--- src/rtl/bau_pkg.sv ---
`timescale 1ns/1ps
package bau_pkg;
  localparam int WORD_W = 32;
  localparam int LANE_W = 16;

  typedef enum logic [1:0] {
    SZ_BYTE = 2'd0,
    SZ_HALF = 2'd1,
    SZ_FULL = 2'd2,
    SZ_BAD  = 2'd3
  } acc_size_e;
endpackage

--- src/rtl/bau_endian_latch.sv ---
`timescale 1ns/1ps
module bau_endian_latch (
  input  logic clk,
  input  logic rst,
  input  logic mode_pin,
  output logic is_le
);
  logic le_q;

  // sampled only while reset is held; frozen afterwards
  always_ff @(posedge clk) begin
    if (rst) le_q <= mode_pin;
  end

  assign is_le = le_q;
endmodule

--- src/rtl/bau_planner.sv ---
`timescale 1ns/1ps
module bau_planner
  import bau_pkg::*;
#(
  parameter int NUM_REGIONS  = 8,
  parameter int SDRAM_REGION = 3,
  localparam int REG_W = $clog2(NUM_REGIONS)
) (
  input  acc_size_e              size,
  input  logic [1:0]             addr_lo,
  input  logic [REG_W-1:0]       region,
  input  logic [NUM_REGIONS-1:0] region_wide,
  output logic                   wide,
  output logic [1:0]             last_beat,
  output logic                   misaligned
);
  logic forced;

  assign forced = (region == REG_W'(0)) || (region == REG_W'(SDRAM_REGION));
  assign wide   = forced || region_wide[region];

  always_comb begin
    unique case (size)
      SZ_BYTE: last_beat = 2'd0;
      SZ_HALF: last_beat = wide ? 2'd0 : 2'd1;
      SZ_FULL: last_beat = wide ? 2'd1 : 2'd3;
      default: last_beat = 2'd0;
    endcase
  end

  assign misaligned = (size == SZ_BAD) ||
                      ((size == SZ_HALF) && addr_lo[0]) ||
                      ((size == SZ_FULL) && (addr_lo != 2'b00));
endmodule

--- src/rtl/bau_lane_steer.sv ---
`timescale 1ns/1ps
module bau_lane_steer
  import bau_pkg::*;
(
  input  logic              is_le,
  input  acc_size_e         size,
  input  logic              wide,
  input  logic [1:0]        last_beat,
  input  logic [1:0]        beat,
  input  logic              addr_b0,
  input  logic [WORD_W-1:0] wdata,
  output logic [LANE_W-1:0] lane_data,
  output logic [1:0]        strb,
  output logic [1:0]        unit,
  output logic              hi_lane
);
  // unit = which slice of the right-aligned data this beat carries
  assign unit    = is_le ? beat : (last_beat - beat);
  assign hi_lane = is_le ? addr_b0 : ~addr_b0;

  always_comb begin
    if (wide && (size != SZ_BYTE)) begin
      lane_data = wdata[{unit[0], 4'b0000} +: LANE_W];
      strb      = 2'b11;
    end else if (wide) begin
      lane_data = hi_lane ? {wdata[7:0], 8'h00} : {8'h00, wdata[7:0]};
      strb      = hi_lane ? 2'b10 : 2'b01;
    end else begin
      lane_data = {8'h00, wdata[{unit, 3'b000} +: 8]};
      strb      = 2'b01;
    end
  end
endmodule

--- src/rtl/bau_gather.sv ---
`timescale 1ns/1ps
module bau_gather
  import bau_pkg::*;
(
  input  logic              clk,
  input  logic              rst,
  input  logic              clear,
  input  logic              capture,
  input  logic              wide,
  input  acc_size_e         size,
  input  logic [1:0]        unit,
  input  logic              hi_lane,
  input  logic [LANE_W-1:0] lane_in,
  output logic [WORD_W-1:0] acc_next
);
  logic [WORD_W-1:0] acc_q;
  logic [7:0]        byte_in;

  assign byte_in = (wide && hi_lane) ? lane_in[15:8] : lane_in[7:0];

  always_comb begin
    acc_next = acc_q;
    if (wide && (size != SZ_BYTE))
      acc_next[{unit[0], 4'b0000} +: LANE_W] = lane_in;
    else
      acc_next[{unit, 3'b000} +: 8] = byte_in;
  end

  always_ff @(posedge clk) begin
    if (rst || clear) acc_q <= '0;
    else if (capture) acc_q <= acc_next;
  end
endmodule

--- src/rtl/bus_align_unit.sv ---
`timescale 1ns/1ps
module bus_align_unit
  import bau_pkg::*;
#(
  parameter int ADDR_W       = 32,
  parameter int NUM_REGIONS  = 8,
  parameter int SDRAM_REGION = 3,
  localparam int REG_W = $clog2(NUM_REGIONS)
) (
  input  logic                   clk,
  input  logic                   rst,
  input  logic                   mode_le_pin,
  input  logic [NUM_REGIONS-1:0] region_wide,
  input  logic                   req_valid,
  output logic                   req_ready,
  input  logic                   req_write,
  input  logic [1:0]             req_size,
  input  logic [ADDR_W-1:0]      req_addr,
  input  logic [REG_W-1:0]       req_region,
  input  logic [31:0]            req_wdata,
  output logic                   ext_valid,
  input  logic                   ext_ready,
  output logic                   ext_write,
  output logic [ADDR_W-1:0]      ext_addr,
  output logic [15:0]            ext_wdata,
  output logic [1:0]             ext_strb,
  input  logic [15:0]            ext_rdata,
  output logic                   rsp_valid,
  output logic                   rsp_err,
  output logic [31:0]            rsp_rdata
);
  logic endian_le;
  bau_endian_latch u_endian (
    .clk(clk), .rst(rst), .mode_pin(mode_le_pin), .is_le(endian_le)
  );

  acc_size_e  req_sz;
  logic       plan_wide, plan_bad;
  logic [1:0] plan_last;
  assign req_sz = acc_size_e'(req_size);

  bau_planner #(.NUM_REGIONS(NUM_REGIONS), .SDRAM_REGION(SDRAM_REGION)) u_plan (
    .size(req_sz), .addr_lo(req_addr[1:0]), .region(req_region),
    .region_wide(region_wide), .wide(plan_wide), .last_beat(plan_last),
    .misaligned(plan_bad)
  );

  // access context
  logic              busy_q, write_q, wide_q;
  acc_size_e         size_q;
  logic [1:0]        last_q, beat_q;
  logic [ADDR_W-1:0] addr_q;
  logic [WORD_W-1:0] wdata_q;
  // registered outputs
  logic              ext_valid_q;
  logic [ADDR_W-1:0] ext_addr_q;
  logic [LANE_W-1:0] ext_wdata_q;
  logic [1:0]        ext_strb_q, unit_q;
  logic              hilane_q;
  logic              rsp_valid_q, rsp_err_q;
  logic [WORD_W-1:0] rsp_rdata_q;

  logic accept, fire, last_fire;
  assign accept    = req_valid && !busy_q;
  assign fire      = ext_valid_q && ext_ready;
  assign last_fire = fire && (beat_q == last_q);

  // next-beat selection: new request or continuation
  acc_size_e         s_size;
  logic              s_wide, s_b0, s_big;
  logic [1:0]        s_last, s_beat;
  logic [ADDR_W-1:0] s_addr, nxt_addr;
  logic [WORD_W-1:0] s_wdata;

  assign s_size  = accept ? req_sz     : size_q;
  assign s_wide  = accept ? plan_wide  : wide_q;
  assign s_last  = accept ? plan_last  : last_q;
  assign s_beat  = accept ? 2'd0       : beat_q + 2'd1;
  assign s_addr  = accept ? req_addr   : addr_q;
  assign s_wdata = accept ? req_wdata  : wdata_q;
  assign s_b0    = s_addr[0];
  assign s_big   = s_wide && (s_size != SZ_BYTE);
  assign nxt_addr = s_addr + (s_big ? ADDR_W'({s_beat, 1'b0}) : ADDR_W'(s_beat));

  logic [LANE_W-1:0] st_data;
  logic [1:0]        st_strb, st_unit;
  logic              st_hi;

  bau_lane_steer u_steer (
    .is_le(endian_le), .size(s_size), .wide(s_wide), .last_beat(s_last),
    .beat(s_beat), .addr_b0(s_b0), .wdata(s_wdata),
    .lane_data(st_data), .strb(st_strb), .unit(st_unit), .hi_lane(st_hi)
  );

  logic [WORD_W-1:0] gather_next;
  bau_gather u_gather (
    .clk(clk), .rst(rst), .clear(accept), .capture(fire),
    .wide(wide_q), .size(size_q), .unit(unit_q), .hi_lane(hilane_q),
    .lane_in(ext_rdata), .acc_next(gather_next)
  );

  always_ff @(posedge clk) begin
    if (rst) begin
      busy_q      <= 1'b0;
      write_q     <= 1'b0;
      wide_q      <= 1'b0;
      size_q      <= SZ_BYTE;
      last_q      <= 2'd0;
      beat_q      <= 2'd0;
      addr_q      <= '0;
      wdata_q     <= '0;
      ext_valid_q <= 1'b0;
      ext_addr_q  <= '0;
      ext_wdata_q <= '0;
      ext_strb_q  <= 2'b00;
      unit_q      <= 2'd0;
      hilane_q    <= 1'b0;
      rsp_valid_q <= 1'b0;
      rsp_err_q   <= 1'b0;
      rsp_rdata_q <= '0;
    end else begin
      rsp_valid_q <= 1'b0;
      if (accept) begin
        if (plan_bad) begin
          rsp_valid_q <= 1'b1;
          rsp_err_q   <= 1'b1;
          rsp_rdata_q <= '0;
        end else begin
          busy_q      <= 1'b1;
          write_q     <= req_write;
          wide_q      <= plan_wide;
          size_q      <= req_sz;
          last_q      <= plan_last;
          beat_q      <= 2'd0;
          addr_q      <= req_addr;
          wdata_q     <= req_wdata;
          ext_valid_q <= 1'b1;
          ext_addr_q  <= nxt_addr;
          ext_wdata_q <= st_data;
          ext_strb_q  <= st_strb;
          unit_q      <= st_unit;
          hilane_q    <= st_hi;
        end
      end else if (last_fire) begin
        busy_q      <= 1'b0;
        ext_valid_q <= 1'b0;
        ext_strb_q  <= 2'b00;
        rsp_valid_q <= 1'b1;
        rsp_err_q   <= 1'b0;
        rsp_rdata_q <= write_q ? '0 : gather_next;
      end else if (fire) begin
        beat_q      <= s_beat;
        ext_addr_q  <= nxt_addr;
        ext_wdata_q <= st_data;
        ext_strb_q  <= st_strb;
        unit_q      <= st_unit;
        hilane_q    <= st_hi;
      end
    end
  end

  assign req_ready = !busy_q;
  assign ext_valid = ext_valid_q;
  assign ext_write = write_q;
  assign ext_addr  = ext_addr_q;
  assign ext_wdata = ext_wdata_q;
  assign ext_strb  = ext_strb_q;
  assign rsp_valid = rsp_valid_q;
  assign rsp_err   = rsp_err_q;
  assign rsp_rdata = rsp_rdata_q;
endmodule

--- config.mk ---
export PLATFORM = sky130hd
export DESIGN_NAME = bus_align_unit
export DESIGN_NICKNAME = d
export VERILOG_FILES = /design/src/rtl/bau_pkg.sv /design/src/rtl/bau_endian_latch.sv /design/src/rtl/bau_planner.sv /design/src/rtl/bau_lane_steer.sv /design/src/rtl/bau_gather.sv /design/src/rtl/bus_align_unit.sv
export SDC_FILE = /design/constraint.sdc
export NUM_CORES = 1
export LEC_CHECK = 0
export ABC_AREA = 1
export CAP_MARGIN = 20
export CORE_MARGIN = 2
export CORE_UTILIZATION = 27
export CTS_BUF_LIST = sky130_fd_sc_hd__clkbuf_4 sky130_fd_sc_hd__clkbuf_8
export DETAILED_ROUTE_END_ITERATION = 6
export PLACE_DENSITY = 0.51
export SLEW_MARGIN = 20
export SYNTH_ARGS = -nofsm -noshare
export SYNTH_HDL_FRONTEND = slang
export SYNTH_SLANG_ARGS = --single-unit
--- constraint.sdc ---
create_clock -name clk -period 4.2 [get_ports clk]
set_input_delay 0.84 -clock clk [delete_from_list [all_inputs] [get_ports clk]]
set_output_delay 0.84 -clock clk [all_outputs]
set_load 0.02 [all_outputs]
## Yosys cells after proc, flatten, opt, wreduce, memory -nomap -nowiden

Index checks and enable logic that the tools add are counted.
W data, S select, Z words.

- Flip-flop bits (word level): 193
- Latch bits: 0
- RAM bits: 0
- ROM bits: 0
- Bits of input ports: 99
- Output and inout port bits: 87
- Logic and storage cells: 126
- Memories: 0

- Add/sub/neg operators: 5
- $mul: 0
- Div/mod/pow operators: 0
- Order comparisons: 1
- Eq/ne operators: 8
- Shift operators: 6
- Multiplexer cells: 60
- Bitwise gates (word level): 2
- Reduce and logical (&&, ||, !) cells: 26

Operator list:

| cell | number |
|---|---|
| $mux W32 | 11 |
| $mux W16 | 7 |
| $bwmux W32 | 2 |
| $mux W2 | 20 |
| $add A32 B3 Y32 | 1 |
| $shift A16 B7 Y32 const A | 1 |
| $shift A8 B7 Y32 const A | 1 |
| $shiftx A16 B7 Y32 | 1 |
| $shiftx A32 B6 Y16 | 1 |
| $shiftx A32 B6 Y8 | 1 |
| $shiftx A8 B7 Y32 | 1 |
| $mux W1 | 16 |
| $neg A5 Y7 | 2 |
| $reduce_bool A2 Y1 | 5 |
| $logic_and A1 B1 Y1 | 8 |
| $mux W8 | 1 |
| $reduce_and A2 Y1 | 4 |
| $ne A2 B2 Y1 const B | 3 |
| $logic_or A1 B1 Y1 | 5 |
| $eq A2 B2 Y1 const B | 2 |
| $lt A3 B4 Y1 const B | 1 |
| $pmux W2 S2 | 1 |
| $bmux W1 S3 | 1 |
| $eq A3 B2 Y1 const B | 1 |
| 10 further kinds | 11 |

## Longest topological paths before layout

Gate-level depths: netlist of the first run.

- Depth in word-level cells: 14
- Gate-level depth with buffers: 26

## Modules after synthesis

From an unflattened synthesis of the first run, not the netlist that was laid out.

- Cells, all modules: 1,785
- Area, all modules: 11,315.9 sq um

By module, submodules not included:

| module | instances | cells each | area each (sq um) | sequential area each (sq um) |
|---|---|---|---|---|
| bus_align_unit | 1 | 1,145 | 7,728.7 | 3,203.1 |
| bau_gather | 1 | 428 | 2,459.9 | 640.6 |
| bau_lane_steer | 1 | 185 | 937.1 | 0.0 |
| bau_planner | 1 | 26 | 160.2 | 0.0 |
| bau_endian_latch | 1 | 1 | 30.0 | 30.0 |

## Worst setup path before layout of the first run

Ideal clock, no wire load.

- Kind: in2reg
- Start: input req_valid
- End: register ext_addr_q[29], in the netlist ext_addr[29]
- Library setup time: 113 ps
- Arrival time: 3,585 ps
- Required time: 4,087 ps
- Path slack: 502 ps
- Cell stages on the path: 23
- Cell sequence: nand2_4 > inv_2 > buf_6 > buf_6 > o21ai_0 > o21ai_1 > inv_1 > nor2_2 > buf_4 > o21ai_0 > ha_1 > nand3_1 > nand3_1 > nand3_2 > nor2_2 > nand2_2 > nor2_4 > nand2_2 > nor2_4 > nand3_1 > xor2_1 > o21ai_1 > inv_1

- Cells in the longest elaborated chain, start to end: 9

Ends and longest elaborated chain:

| item | RTL line | text |
|---|---|---|
| start, declared | bus_align_unit.sv:14 | `input logic req_valid,` |
| $logic_and A1 B1 Y1 * | bus_align_unit.sv:64 | `assign accept = req_valid && !busy_q;` |
| $mux W2 | bus_align_unit.sv:75 | `assign s_size = accept ? req_sz : size_q;` |
| $reduce_bool A2 Y1 | bus_align_unit.sv:82 | `assign s_big = s_wide && (s_size != SZ_BYTE);` |
| $logic_and A1 B1 Y1 | bus_align_unit.sv:82 |  |
| $mux W3 | bus_align_unit.sv:83 | `assign nxt_addr = s_addr + (s_big ? ADDR_W'({s_beat, 1'b0}) : ADDR_W'(s_beat));` |
| $add A32 B3 Y32 | bus_align_unit.sv:83 |  |
| $mux W32 | bus_align_unit.sv:151 | `end else if (fire) begin` |
| $mux W32 | bus_align_unit.sv:144 | `end else if (last_fire) begin` |
| $mux W32 | bus_align_unit.sv:123 | `if (accept) begin` |
| end signal, assigned | bus_align_unit.sv:138 | `ext_addr_q <= nxt_addr;` |
| end signal, assigned | bus_align_unit.sv:153 | `ext_addr_q <= nxt_addr;` |
| end, declared | bus_align_unit.sv:56 | `logic [ADDR_W-1:0] ext_addr_q;` |

Every way passes the cells marked *; elsewhere a longest branch is shown, timed or not. The select of a mux whose other input is x is not followed.
A chain may end at the register's enable or synchronous reset.

## Worst setup path in the final report of the first run

- Start: input req_region[0]
- End: register ext_addr_q[26], in the netlist ext_addr[26]

- Cells in the longest elaborated chain, start to end: 10

Ends and longest elaborated chain:

| item | RTL line | text |
|---|---|---|
| start, declared | bus_align_unit.sv:19 | `input logic [REG_W-1:0] req_region,` |
| $bmux W1 S3 (tied with other cells) | bau_planner.sv:20 | `assign wide = forced \|\| region_wide[region];` |
| $mux W1 (not written as such) / $logic_or A1 B1 Y1 (equally long branches) | bau_planner.sv:20, bau_planner.sv:19 |  |
| $logic_or A1 B1 Y1 * | bau_planner.sv:20 |  |
| $mux W1 * | bus_align_unit.sv:76 | `assign s_wide = accept ? plan_wide : wide_q;` |
| $logic_and A1 B1 Y1 * | bus_align_unit.sv:82 |  |
| $mux W3 * | bus_align_unit.sv:83 |  |
| $add A32 B3 Y32 * | bus_align_unit.sv:83 |  |
| $mux W32 | bus_align_unit.sv:151 |  |
| $mux W32 | bus_align_unit.sv:144 |  |
| $mux W32 * | bus_align_unit.sv:123 |  |

Marks and branches as above.

==> impl_metrics.env, run 1 <==
export IMPL_port_buffers=183
export IMPL_clock_latency_ns=0.50
export IMPL_leakage_uw=0.00529
export IMPL_yosysTopAreaCell="dfxtp_1"
export IMPL_status="completed"
export IMPL_postRouteAntennaNets=0
export IMPL_required_ns=4.59
export IMPL_worstHoldEndpoint="addr_q[31]"
export IMPL_critPathArrivalTime_ns=4.25
export IMPL_finalInstanceArea_um2=13300
export IMPL_cts_tree="yes"
export IMPL_synth_top_family_by_area="simple AND/OR/NAND/NOR gates"
export IMPL_ys_top_cells_by_count="300 x nand2_1, 192 x dfxtp_1, 172 x o21ai_0"
export IMPL_overflow=0
export IMPL_skew_ns=0.0200
export IMPL_hold_buffers=0
export IMPL_dp_hpwl_um=25100
export IMPL_grtUsageTotal_pct=17.4
export IMPL_hp_class="flop to flop"
export IMPL_crit_type="input port to flop"
export IMPL_synth_top_cell_area_share_pct=36.6
export IMPL_finalSetupViolCount=0
export IMPL_avgRoutedWirePerCell_um=16.1
export IMPL_hold_viol=0
export IMPL_yosys_mux_area_fraction_pct=0.953
export IMPL_first_iter_violations=679
export IMPL_grt_max_degree=83
export IMPL_powerDensity_nw_per_um2=352
export IMPL_detail_route_drc_violations=0
export IMPL_max_freq_mhz=259
export IMPL_vias=10551
export IMPL_core_um2=38600
export IMPL_clk_pin_slew_ns=0.10
export IMPL_reg2reg_from="ext_valid"
export IMPL_worstMarginPinSlew_ns=1.01
export IMPL_num_rows=72
export IMPL_max_vdd_ir_drop_mv=0.236
export IMPL_rrSetupSlack_ns=0.75
export IMPL_async_flop_share_pct=0
export IMPL_synth_edf_count=1
export IMPL_layout_drive_gt1_share_pct=8.20
export IMPL_via_per_inst=4.77
export IMPL_syn_area_per_cell_um2=6.89
export IMPL_htree_levels=4
export IMPL_syn_num_nets=1637
export IMPL_synthTopCellsByArea="dfxtp_1 37%, nand2_1 11%, o21ai_0 8.2%"
export IMPL_drt_pass1_iter_count=5
export IMPL_gp_congestion=0.883
export IMPL_antenna_found_initial=1
export IMPL_report_final_slew_viol_count=0
export IMPL_regToRegEndpoint="ext_addr[26]"
export IMPL_rsz0062_at_grt="no"
export IMPL_post_cts_buffers=0
export IMPL_finalCritPeriodShare_pct=91.9
export IMPL_ys_types=45
export IMPL_critPathMaxFanout=4
export IMPL_cts_root_buf="clkbuf_8"
export IMPL_slowest_delay_ns=0.52
export IMPL_cts_buffers=17
export IMPL_power_uw=4700
export IMPL_crit_slowest_cell="clkdlybuf4s50_1"
export IMPL_postRouteWirelength_um=35600
export IMPL_die_w_um=201
export IMPL_max_cap_viol_count=0
export IMPL_synth_most_common_cell="nand2_1"
export IMPL_r2r_cells=20
export IMPL_synth_simple_gate_area_share_pct=24.3
export IMPL_yosysSeqAreaShare_pct=36.9
export IMPL_synth_xor_area_share_pct=2.34
export IMPL_min_period_ns=3.86
export IMPL_diodes=0
export IMPL_grt_pass1_vias=9810
export IMPL_start_util_pct=27.2
export IMPL_io_pins=186
export IMPL_die_area_um2=40500
export IMPL_cpMostUsedCell="nand2_1"
export IMPL_synth_adder_area_share_pct=1.62
export IMPL_synth_ff_type="dfxtp_1"
export IMPL_cts_resized=0
export IMPL_clockBufferDepth=2
export IMPL_syn_area_um2=10500
export IMPL_cp_end_kind="flop"
export IMPL_layout_area_overhead_vs_synth_pct=27.0
export IMPL_path_cells="clkdlybuf4s50_1 > inv_1 > nand2_1 > nand3_1 > nand3_1 > and2_1 > nand2_1 > o21ai_0 > nor2_2 > o21ai_0 > fa_1 > nand2_1 > nand2_1 > nand2_2 > nor2_4 > nand2_2 > nor2_4 > nand4_1 > buf_4 > nor2_1 > xnor2_1 > o21ai_1 > inv_1"
export IMPL_synth_compound_area_share_pct=24.2
export IMPL_fp_dieH_um=201
export IMPL_placed_cell_area_um2=13000
export IMPL_layout_nets=1794
export IMPL_slew_headroom_pct=32.3
export IMPL_clkSinkCount=193
export IMPL_holdCritStartpoint="addr_q[31]"
export IMPL_syn_instance_count=1525
export IMPL_ys_warn_count=0
export IMPL_ys_ff_latch=193
export IMPL_grt_pass1_wl_um=55600
export IMPL_holdPathStages=2
export IMPL_start_kind="input port"
area by class of cell:
type,count,area [µm²]
inverter,150,564
tap,518,648
clock inverter,13,128
timing repair buffer,232,2230
sequential,193,3870
multi-input combinational,1088,5630
clock buffer,19,255
fill,4161,25200
layer usage:
layer | up-vias | wire [µm] | global-route usage, %
met5 | - | 9 | 0
li1 | 5395 | - | -
met4 | 2 | 615 | 5.12
met3 | 33 | 2100 | 4.18
met1 | 4857 | 16600 | 22.9
met2 | 264 | 16300 | 28.2
sequential cells by signal, indices dropped and copies added (netlist names), 2 cells and up:
register / cells
last_q: 2
beat_q: 2
size_q: 2
u_gather.acc_q: 32
wdata_q: 32
rsp_rdata: 32
ext_wdata: 16
addr_q: 32
unit_q: 2
ext_addr: 32
ext_strb: 2
layout by cell type (no fill, tap or decap), types with 3 or more instances in the layout:
cell	n
nor2_4	8
mux2i_1	10
nor3_1	11
buf_4	47
nand4_1	6
inv_6	4
o21ai_0	172
clkinvlp_4	4
nor3_2	3
clkbuf_8	18
nor2_2	6
nand2_2	12
a31oi_1	7
xnor2_1	7
o21ai_2	9
inv_1	137
a21oi_1	127
nand2_1	300
buf_12	3
inv_2	8
or2_2	4
o31ai_1	8
a221o_1	24
clkinv_2	3
clkinv_1	4
o211ai_1	39
a211oi_1	24
nand3b_1	8
o21ai_1	26
nand3_1	67
nor2_1	164
clkdlybuf4s50_1	182
ha_1	12
dfxtp_1	192
xor2_1	21
metrics by stage:
stage               instances  setup TNS (ns)  utilization, %  worst slack [ns]  hold WS (ns)
floorplan                1525               0               -             0.502         0.425
global placement         2181          -0.530            33.6            -0.140         0.436
detailed placement       2181           -2.07            33.6            -0.226         0.440
CTS                      2213               0            34.6             0.324         0.459
global route             2213               0            34.6            0.0840         0.478
finish                   2213               0            34.6             0.340         0.457
kinds of logic (layout without fill, tap and decap cells):
family	Yosys count	after routing
xor+xnor	28	28
simple gates	598	598
flops	193	193
mux	10	10
buf+inv	244	414
compound gates	439	439
fa+ha+maj	13	13
worst max-delay path by stage:
| stage | cells past startpoint | slack, ns | end | from |
|---|---|---|---|---|
| floorplan | 23 | 0.50 | ext_addr[29] | req_valid |
| global placement | 23 | -0.14 | ext_addr[26] | req_region[0] |
| detailed placement | 23 | -0.23 | ext_addr[26] | req_region[0] |
| CTS | 23 | 0.32 | ext_addr[26] | req_region[0] |
| global route | 24 | 0.08 | ext_addr[24] | req_region[0] |
| finish | 23 | 0.34 | ext_addr[26] | req_region[0] |
power by group:
group	total [µW]	switching [µW]	internal [µW]	leakage [µW]
sequential	2050	78.7	1970	0.00158
clock	1240	739	504	0.000187
combinational	1410	872	533	0.00352
critical path, delay by kind of cell:
family / cells / cell delay, ns
buf+inv: 4 / 0.87
compound gates: 3 / 0.67
fa+ha+maj: 1 / 0.29
simple gates: 14 / 1.51
xor+xnor: 1 / 0.07
Note: power is estimated with default switching activity, not from simulation.
==> run 2, diff against run 1 <==
SKIP_CTS_REPAIR_TIMING = 1   (was default)
==> results of run 2 <==
The final DEF is identical to that of run 1; final timing and power are the same.
==> run 3, diff against run 2 <==
PLACE_DENSITY = 0.5   (was 0.51)
SETUP_SLACK_MARGIN = 0.1   (was default)
SYNTH_HIERARCHICAL = 1   (was default)
==> run 3 against run 2 <==
Effect of this change:
- sequential cell count is the same
- sequential share of layout area fell by 1.2 points
- sequential power barely moved
- die area increased by 7.6%
- register-to-register slack gained 0.09 ns
- combinational power is 7% higher
- critical path type unchanged
- largest cell class unchanged
==> impl_metrics.env, run 3 <==
export IMPL_final_common_cell="nand2_1"
export IMPL_critPathMaxFanout=18
export IMPL_core_um2=41700
export IMPL_io_pins=186
export IMPL_yosysSeqAreaShare_pct=34.2
export IMPL_ys_ff_latch=193
export IMPL_syn_num_nets=1897
export IMPL_crit_slowest_cell="clkdlybuf4s50_1"
export IMPL_ys_top_cells_by_count="492 x nand2_1, 192 x dfxtp_1, 183 x a21oi_1"
export IMPL_ys_warn_count=6
export IMPL_final_cell_mix="492 x nand2_1, 192 x dfxtp_1, 183 x a21oi_1, 182 x clkdlybuf4s50_1, 180 x o21ai_0"
export IMPL_finalCritPeriodShare_pct=82.8
export IMPL_start_util_pct=27.2
export IMPL_cpMostUsedCell="inv_1"
export IMPL_synth_edf_count=1
export IMPL_antenna_found_initial=0
export IMPL_clkSinkCount=193
export IMPL_fillers=4676
export IMPL_required_ns=4.62
export IMPL_hold_viol=0
export IMPL_dp_hpwl_um=27900
export IMPL_cts_buffers=17
export IMPL_critPathArrivalTime_ns=3.90
export IMPL_skew_ns=0.0151
export IMPL_report_final_slew_viol_count=0
export IMPL_async_flop_share_pct=0
export IMPL_yosysTopAreaCell="dfxtp_1"
export IMPL_fin_util_pct=33.4
export IMPL_clockBufferDepth=2
export IMPL_synth_top_cell_area_share_pct=34.0
export IMPL_slowest_delay_ns=0.45
export IMPL_clock_latency_ns=0.51
export IMPL_num_rows=75
export IMPL_min_period_ns=3.48
export IMPL_syn_instance_count=1785
export IMPL_synth_ff_type="dfxtp_1"
export IMPL_port_buffers=183
export IMPL_first_iter_violations=964
export IMPL_grtUsageTotal_pct=18.1
export IMPL_gp_congestion=0.854
export IMPL_die_area_um2=43600
export IMPL_die_w_um=209
export IMPL_crit_type="input port to flop"
export IMPL_hp_class="flop to flop"
export IMPL_max_vdd_ir_drop_mv=0.185
export IMPL_grt_pass1_wl_um=62200
export IMPL_layout_nets=2019
export IMPL_powerDensity_nw_per_um2=352
export IMPL_cts_root_buf="clkbuf_8"
export IMPL_synth_most_common_cell="nand2_1"
export IMPL_vias=11668
export IMPL_rsz0062_at_grt="no"
export IMPL_slew_headroom_pct=40.2
export IMPL_r2r_cells=21
export IMPL_syn_area_per_cell_um2=6.34
export IMPL_clk_pin_slew_ns=0.11
export IMPL_overflow=0
export IMPL_grt_max_degree=109
export IMPL_fin_setup_tns_ns=0
export IMPL_max_cap_viol_count=0
export IMPL_cp_end_kind="flop"
export IMPL_drt_pass1_iter_count=5
export IMPL_path_cells="clkdlybuf4s50_1 > buf_4 > nand2_8 > o21ai_0 > inv_1 > or2_2 > a21oi_1 > ha_1 > inv_1 > fa_1 > inv_1 > nand2_1 > nand2_1 > nand2_2 > nor2_4 > inv_1 > nor2_4 > xor2_1 > nand2_1 > nand2_1 > inv_1"
export IMPL_layout_drive_gt1_share_pct=7.29
export IMPL_max_freq_mhz=287
export IMPL_power_uw=4900
export IMPL_status="completed"
export IMPL_syn_area_um2=11300
export IMPL_postRouteWirelength_um=39400
export IMPL_synthTopCellsByArea="dfxtp_1 34%, nand2_1 16%, a21oi_1 8.1%"
export IMPL_htree_levels=4
export IMPL_layout_area_overhead_vs_synth_pct=23.0
export IMPL_start_kind="input port"
export IMPL_placed_cell_area_um2=13500
export IMPL_cts_tree="yes"
export IMPL_holdPathStages=2
export IMPL_diodes=0
export IMPL_avgRoutedWirePerCell_um=16.0
export IMPL_worstMarginPinSlew_ns=0.898
export IMPL_postRouteAntennaNets=0
export IMPL_detail_route_drc_violations=0
export IMPL_finalSetupViolCount=0
export IMPL_fp_dieH_um=209
export IMPL_via_per_inst=4.75
export IMPL_finalInstanceArea_um2=13900
export IMPL_leakage_uw=0.00583
export IMPL_grt_pass1_vias=11021
export IMPL_ys_types=45
## run 3: layout make-up
type                       instances  area (µm²)  share of cell area (%)
clock buffer                      19         262                    1.88
clock inverter                    13         150                    1.08
multi-input combinational       1320        6270                    45.0
tap                              539         674                    4.84
inverter                         165         626                    4.49
timing repair buffer             210        2070                    14.8
sequential                       193        3870                    27.8
## run 3: logic make-up after synthesis
group                    synth area share (%)
buffers and inverters                    10.5
AO/OA/AOI/OAI                            17.6
adder cells (fa/ha/maj)                  1.50
flip-flops                               34.2
XOR/XNOR                                 1.08
AND/OR/NAND/NOR                          35.0
## run 3: through the flow
step | cells | worst slack [ns] | hold WS [ns]
2_1_floorplan | 1785 | 0.778 | 0.425
6_report | 2459 | 0.721 | 0.448
5_1_grt | 2459 | 0.414 | 0.462
4_1_cts | 2458 | 0.756 | 0.451
3_5_place_dp | 2426 | 0.166 | 0.436
3_3_place_gp | 2426 | 0.180 | 0.431
## run 3: metal layers
metal  routed length [µm]  GRT usage (%)  up-vias
met5                    0              0        -
met4                  710           5.37        0
met3                 1800           2.72       33
met2                18100           29.3      265
met1                18700           24.8     5355
li1                     -              -     6015
## run 3: worst max-delay path: cells and delay by family
| kind | cells | cell delay, ns |
|---|---|---|
| adders and majority gates | 2 | 0.56 |
| and+or+nand+nor | 9 | 1.06 |
| AOI/OAI and AO/OA | 2 | 0.32 |
| xor gates and xnor gates | 1 | 0.15 |
| buffers and inverters | 7 | 0.96 |
## run 3: power breakdown
part | total (µW) | switching (µW) | leakage, µW | internal (µW)
Clock | 1340 | 763 | 0.000206 | 572
Sequential | 2060 | 85.7 | 0.00158 | 1970
Combinational | 1510 | 982 | 0.00404 | 526
Total | 4900 | 1830 | 0.00583 | 3070
## run 3: path summary, 6_finish.rpt
| kind | start | slack, ns | end |
|---|---|---|---|
| min | wdata_q[12] | 0.45 | wdata_q[12] |
| min reg2reg | wdata_q[12] | 0.45 | wdata_q[12] |
| max reg2reg | ext_valid | 0.84 | ext_addr[14] |
| max | req_valid | 0.72 | ext_addr[14] |
